$ cat src/rtl/mvb_pkg.sv
package mvb_pkg;
  localparam int ADDR_W   = 32;
  localparam int LOW_BITS = 5;

  typedef enum logic [2:0] {
    EXC_SMC  = 3'd0,
    EXC_PABT = 3'd1,
    EXC_DABT = 3'd2,
    EXC_IRQ  = 3'd3,
    EXC_FIQ  = 3'd4,
    EXC_UND  = 3'd5,
    EXC_SVC  = 3'd6,
    EXC_RST  = 3'd7
  } exc_e;

  function automatic logic [LOW_BITS-1:0] vec_offset(input exc_e t);
    case (t)
      EXC_SMC:  vec_offset = 5'h08;
      EXC_PABT: vec_offset = 5'h0C;
      EXC_DABT: vec_offset = 5'h10;
      EXC_IRQ:  vec_offset = 5'h18;
      EXC_FIQ:  vec_offset = 5'h1C;
      default:  vec_offset = 5'h00;
    endcase
  endfunction
endpackage

$ cat src/rtl/mvb_access_ctrl.sv
module mvb_access_ctrl #(
  parameter logic [2:0] SEL_OP1 = 3'd0,
  parameter logic [3:0] SEL_CRN = 4'd12,
  parameter logic [3:0] SEL_CRM = 4'd0,
  parameter logic [2:0] SEL_OP2 = 3'd1
) (
  input  logic       clk,
  input  logic       rst_n,
  input  logic       req_valid,
  input  logic       req_write,
  input  logic [2:0] req_op1,
  input  logic [3:0] req_crn,
  input  logic [3:0] req_crm,
  input  logic [2:0] req_op2,
  input  logic       sec_state,
  input  logic       priv_mode,
  input  logic       sec_wr_disable,
  output logic       rd_en,
  output logic       wr_en,
  output logic       undef
);
  logic hit, sec_priv, allowed;

  assign hit      = req_valid && (req_op1 == SEL_OP1) && (req_crn == SEL_CRN)
                    && (req_crm == SEL_CRM) && (req_op2 == SEL_OP2);
  assign sec_priv = sec_state && priv_mode;
  assign allowed  = sec_priv && !(req_write && sec_wr_disable);

  assign rd_en = hit && allowed && !req_write;
  assign wr_en = hit && allowed && req_write;
  assign undef = hit && !allowed;

  // non-secure or user accesses never complete
  p_mode_refused_r5: assert property (@(posedge clk) disable iff (!rst_n)
    (!sec_state || !priv_mode) |-> !(rd_en || wr_en));

  // disable pin blocks every write
  p_disable_blocks_r6: assert property (@(posedge clk) disable iff (!rst_n)
    sec_wr_disable |-> !wr_en);

  // undefined flag only with a request present
  p_undef_with_req_r7: assert property (@(posedge clk) disable iff (!rst_n)
    undef |-> req_valid && !(rd_en || wr_en));
endmodule

$ cat src/rtl/mvb_base_reg.sv
module mvb_base_reg #(
  parameter int ADDR_W   = mvb_pkg::ADDR_W,
  parameter int LOW_BITS = mvb_pkg::LOW_BITS
) (
  input  logic              clk,
  input  logic              rst_n,
  input  logic              wr_en,
  input  logic [ADDR_W-1:0] wdata,
  output logic [ADDR_W-1:0] base
);
  localparam int HI_W = ADDR_W - LOW_BITS;

  logic [HI_W-1:0]     base_hi;
  logic [LOW_BITS-1:0] unused_low;

  assign unused_low = wdata[LOW_BITS-1:0];

  always_ff @(posedge clk or negedge rst_n) begin
    if (!rst_n)     base_hi <= '0;
    else if (wr_en) base_hi <= wdata[ADDR_W-1:LOW_BITS];
  end

  assign base = {base_hi, {LOW_BITS{1'b0}}};

  // an accepted write is visible after the next edge
  p_write_lands_r4: assert property (@(posedge clk) disable iff (!rst_n)
    wr_en |=> base[ADDR_W-1:LOW_BITS] == $past(wdata[ADDR_W-1:LOW_BITS]));

  // without a write the base holds
  p_base_holds_r5: assert property (@(posedge clk) disable iff (!rst_n)
    !wr_en |=> $stable(base));
endmodule

$ cat src/rtl/mvb_vector_gen.sv
module mvb_vector_gen
  import mvb_pkg::*;
#(
  parameter int ADDR_W   = mvb_pkg::ADDR_W,
  parameter int LOW_BITS = mvb_pkg::LOW_BITS
) (
  input  logic              clk,
  input  logic              rst_n,
  input  logic [ADDR_W-1:0] base,
  input  logic              exc_valid,
  input  logic [2:0]        exc_type,
  input  logic              route_irq,
  input  logic              route_fiq,
  input  logic              route_ext_abt,
  output logic              vec_valid,
  output logic [ADDR_W-1:0] vec_addr
);
  localparam int NUM_TYPES = 8;

  logic [NUM_TYPES-1:0] routed;

  generate
    for (genvar k = 0; k < NUM_TYPES; k++) begin : g_route
      if (k == int'(EXC_SMC))                            assign routed[k] = 1'b1;
      else if (k == int'(EXC_PABT) || k == int'(EXC_DABT)) assign routed[k] = route_ext_abt;
      else if (k == int'(EXC_IRQ))                       assign routed[k] = route_irq;
      else if (k == int'(EXC_FIQ))                       assign routed[k] = route_fiq;
      else                                               assign routed[k] = 1'b0;
    end
  endgenerate

  assign vec_valid = exc_valid && routed[exc_type];
  assign vec_addr  = vec_valid
                   ? {base[ADDR_W-1:LOW_BITS], vec_offset(exc_e'(exc_type))}
                   : '0;

  // the monitor call is always vectored
  p_smc_always_r8: assert property (@(posedge clk) disable iff (!rst_n)
    (exc_valid && exc_type == 3'd0) |-> vec_valid);

  // nothing is vectored without an exception
  p_no_exc_r10: assert property (@(posedge clk) disable iff (!rst_n)
    !exc_valid |-> !vec_valid && vec_addr == '0);
endmodule

$ cat src/rtl/monvec_base_unit.sv
module monvec_base_unit
  import mvb_pkg::*;
(
  input  logic        clk,
  input  logic        rst_n,
  input  logic        req_valid,
  input  logic        req_write,
  input  logic [2:0]  req_op1,
  input  logic [3:0]  req_crn,
  input  logic [3:0]  req_crm,
  input  logic [2:0]  req_op2,
  input  logic [31:0] req_wdata,
  input  logic        sec_state,
  input  logic        priv_mode,
  input  logic        sec_wr_disable,
  input  logic        exc_valid,
  input  logic [2:0]  exc_type,
  input  logic        route_irq,
  input  logic        route_fiq,
  input  logic        route_ext_abt,
  output logic [31:0] rd_data,
  output logic        undef,
  output logic        vec_valid,
  output logic [31:0] vec_addr
);
  logic              rd_en, wr_en;
  logic [ADDR_W-1:0] base;

  mvb_access_ctrl u_acc (
    .clk, .rst_n, .req_valid, .req_write, .req_op1, .req_crn, .req_crm,
    .req_op2, .sec_state, .priv_mode, .sec_wr_disable,
    .rd_en, .wr_en, .undef
  );

  mvb_base_reg #(.ADDR_W(ADDR_W), .LOW_BITS(LOW_BITS)) u_reg (
    .clk, .rst_n, .wr_en, .wdata(req_wdata), .base
  );

  mvb_vector_gen #(.ADDR_W(ADDR_W), .LOW_BITS(LOW_BITS)) u_vec (
    .clk, .rst_n, .base, .exc_valid, .exc_type, .route_irq, .route_fiq,
    .route_ext_abt, .vec_valid, .vec_addr
  );

  assign rd_data = rd_en ? base : '0;

  // low bits of read data are always zero
  p_low_zero_r2: assert property (@(posedge clk) disable iff (!rst_n)
    rd_data[LOW_BITS-1:0] == '0);

  // unselected or refused reads return zero
  p_rd_quiet_r3: assert property (@(posedge clk) disable iff (!rst_n)
    !rd_en |-> rd_data == '0);
endmodule

$ cat config.mk
export PLATFORM = sky130hd
export DESIGN_NAME = monvec_base_unit
export DESIGN_NICKNAME = d
export VERILOG_FILES = /design/src/rtl/mvb_pkg.sv /design/src/rtl/mvb_access_ctrl.sv /design/src/rtl/mvb_base_reg.sv /design/src/rtl/mvb_vector_gen.sv /design/src/rtl/monvec_base_unit.sv
export SDC_FILE = /design/constraint.sdc
export NUM_CORES = 1
export LEC_CHECK = 0
export ABC_AREA = 1
export BUFFER_PORTS_ARGS = -buffer_cell sky130_fd_sc_hd__buf_2
export CAP_MARGIN = 10
export CORE_UTILIZATION = 43
export DETAILED_ROUTE_END_ITERATION = 8
export HOLD_SLACK_MARGIN = 0.1
export PLACE_DENSITY = 0.82
export SLEW_MARGIN = 40
export SYNTH_ARGS = -nofsm -noshare
export SYNTH_HDL_FRONTEND = slang
export SYNTH_HIERARCHICAL = 1
export SYNTH_SLANG_ARGS = --single-unit
$ cat constraint.sdc
create_clock -name clk -period 1.85 [get_ports clk]
set_input_delay 0.37 -clock clk [delete_from_list [all_inputs] [get_ports clk]]
set_output_delay 0.37 -clock clk [all_outputs]
set_load 0.01 [all_outputs]
==> results.yml <==
detailed_routing:
  first_iter_violations: 42
  routed_wl_mm: 4.87
  ant_nets: 0
  wire_per_inst_um: 10.5
  drtPass1Iterations: 4
  num_vias: 1978
  vias_per_cell: 4.27
  drcViolationCount: 0
worst_setup_path:
  cp.required_ns: 1.48
  worst_setup_path_end_kind: "output port"
  cp-start-kind: "input port"
  critical_path_class: "input port to output port"
  arrival_ns: 1.52
  cp_max_fo: 6
timing:
  skew_ns: 0
  slew_violations: 0
  min_period_over_period_pct: 102
  rsz0062_at_grt: "yes"
  relSlewSlack_pct: 60.2
  min_period_ns: 1.89
  setup_viol: 16
  fmax_mhz: 530
  tightest_slew_ns: 0.596
  setup_slack_ns: -0.0384
  hold_violations: 0
logic_synthesis:
  synth.largest_area_cell: "dfrtp_1"
  netlist_top_cells_area: "dfrtp_1 35%, nand2_1 23%, inv_1 14%"
  ys_seq_area_share_pct: 35.0
  netlist_area_um2: 1930
  yosysTopAreaCellShare_pct: 35.0
  yosys.area_share.simple_pct: 39.1
  synth_top_family_by_area: "simple AND/OR/NAND/NOR gates"
  ys_ff_latch: 27
  synth-xor-area-share_pct: 0
  synth-compound-area-share_pct: 2.14
  syn_avg_cell_area_um2: 6.51
  yosys_warnings: 6
  synth_mux_area_share_pct: 0
  yosysUniqueCellTypes: 17
  syn_inst: 296
  synth_fa_ha_area_share_pct: 0
floorplanning:
  die_h_um: 69.0
  initial_core_util_pct: 46.5
  core-area_um2: 4140
  io_pins: 126
  dieWidth_um: 69.0
  die-area_um2: 4760
  rows: 23
hold_path:
  hold_class: "input port to async pin"
grt:
  grt_antenna_before_repair: 0
  overflow: 0
  grt_pass1_wl_mm: 6.35
  grtUsageMet1_pct: 20.4
  globalRouteTotalUtil_pct: 17.5
  grt_max_degree: 28
  met2_usage_pct: 33.0
  use_met3_pct: 2.30
  grt_busiest_layer: "met2"
  grt_pass1_vias: 1556
cts:
  clkSlewWorstSetupHoldPaths_ns: 0.09
  clock_path_buffers: 2
  numCtsBuffers: 3
  ctsHoldBuffers: 0
  root_buffer: "clkbuf_8"
  clock_latency_ns: 0.27
  cts.htree.levels: 1
  cts.sinks: 27
  cts_tree: "yes"
final_layout:
  largest_register: "u_reg/base_hi"
  nFillCells: 366
  layout_commonest_cell: "nand2_1"
  largest_reg_flops: 27
  layout-drive-gt1-share_pct: 51.8
  layout_common_cells: "99 x nand2_1, 94 x buf_2, 51 x inv_1"
  final_nets: 474
  syn_to_final_growth_pct: 49.3
  n_antenna_cell: 0
  finish.utilization_pct: 69.4
  top_regs: "u_reg/base_hi x27"
placement:
  dp_worst_setup_slack_ns: -0.0328
  io_buffers: 113
  place.gp.congestion: 0.740
  dp_hpwl_mm: 3.27
run_status:
  status: "complete, but fails checks"
  violations: "setup timing"
run:
  drv_cap: 0
pwr:
  irDropWorstVdd_mv: 0.239
  cellPowerDensity_nw_per_um2: 375
  p_leak_uw: 0.00182
## cell families after synthesis
| kind of cell | after synthesis |
|---|---|
| compound gates | 7 |
| buf+inv | 89 |
| flops | 27 |
| simple gates | 171 |
| other cells | 2 |
## stage by stage
stage	cell area, µm²	std cells	TNS, ns	total power (µW)	hold WS [ns]
floorplan	1950	301	0	670	0.0744
global placement	2510	454	0	743	0.399
detailed placement	2510	454	-0.173	747	0.412
CTS	2570	458	0	1090	0.103
global route	2880	463	-2.56	1120	0.138
finish	2880	463	-0.235	1080	0.0944
## routing by layer
layer	wire, µm	up-vias
met4	18	0
met1	2030	859
met5	0	-
met2	2580	73
li1	-	1044
met3	253	2
## critical path: stages
cell and delay [ns]:
buf_2 0.10, nor2_1 0.10, nand2_1 0.07, nor2_2 0.11
nand3_2 0.11, nor2_4 0.14, buf_12 0.15, clkbuf_16 0.15
nand2_2 0.06, inv_2 0.06, buf_6 0.09
## area by class of cell
class                      count  area (µm²)  area share (%)
multi-input combinational    185         908            31.6
timing repair buffer         126         908            31.6
sequential                    27         676            23.5
inverter                      71         274            9.52
tap                           50        62.6            2.17
clock buffer                   3        41.3            1.43
clock inverter                 1        7.51           0.261
## path summary, 6_finish.rpt
| path | start | endpoint | slack (ns) | cells past startpoint |
|---|---|---|---|---|
| max | req_crm[2] | rd_data[21] | -0.04 | 11 |
| max reg2reg | u_reg/base_hi[3] | u_reg/base_hi[3] | 1.18 | 2 |
| min reg2reg | u_reg/base_hi[21] | u_reg/base_hi[21] | 0.51 | 2 |
| max in group asynchronous | rst_n | u_reg/base_hi[24] | 1.37 | 1 |
| min in group clk | req_wdata[30] | u_reg/base_hi[25] | 0.29 | 3 |
| min | rst_n | u_reg/base_hi[6] | 0.09 | 1 |
## cells in the mapped netlist
cell type / count
a21oi_1: 3
a21oi_2: 1
buf_4: 8
buf_6: 9
buf_8: 1
conb_1: 2
dfrtp_1: 27
inv_1: 70
inv_8: 1
nand2_1: 119
nand2_2: 6
nand3_1: 3
nor2_1: 12
nor2_2: 28
nor2_4: 3
o21ai_0: 2
o21bai_1: 1
## power by group
part	internal, µW	total (µW)	switching [µW]
clock	153	339	186
sequential	590	590	0.0840
combinational	69.2	150	81.2
total	812	1080	267
## what timing repair did
action,in CTS,in global routing
pin swaps,0,5
setup endpoints to repair,7,27
resized for setup,2,66
setup buffers,0,1
cloned,0,4
Power figures use the tool's default switching activity.
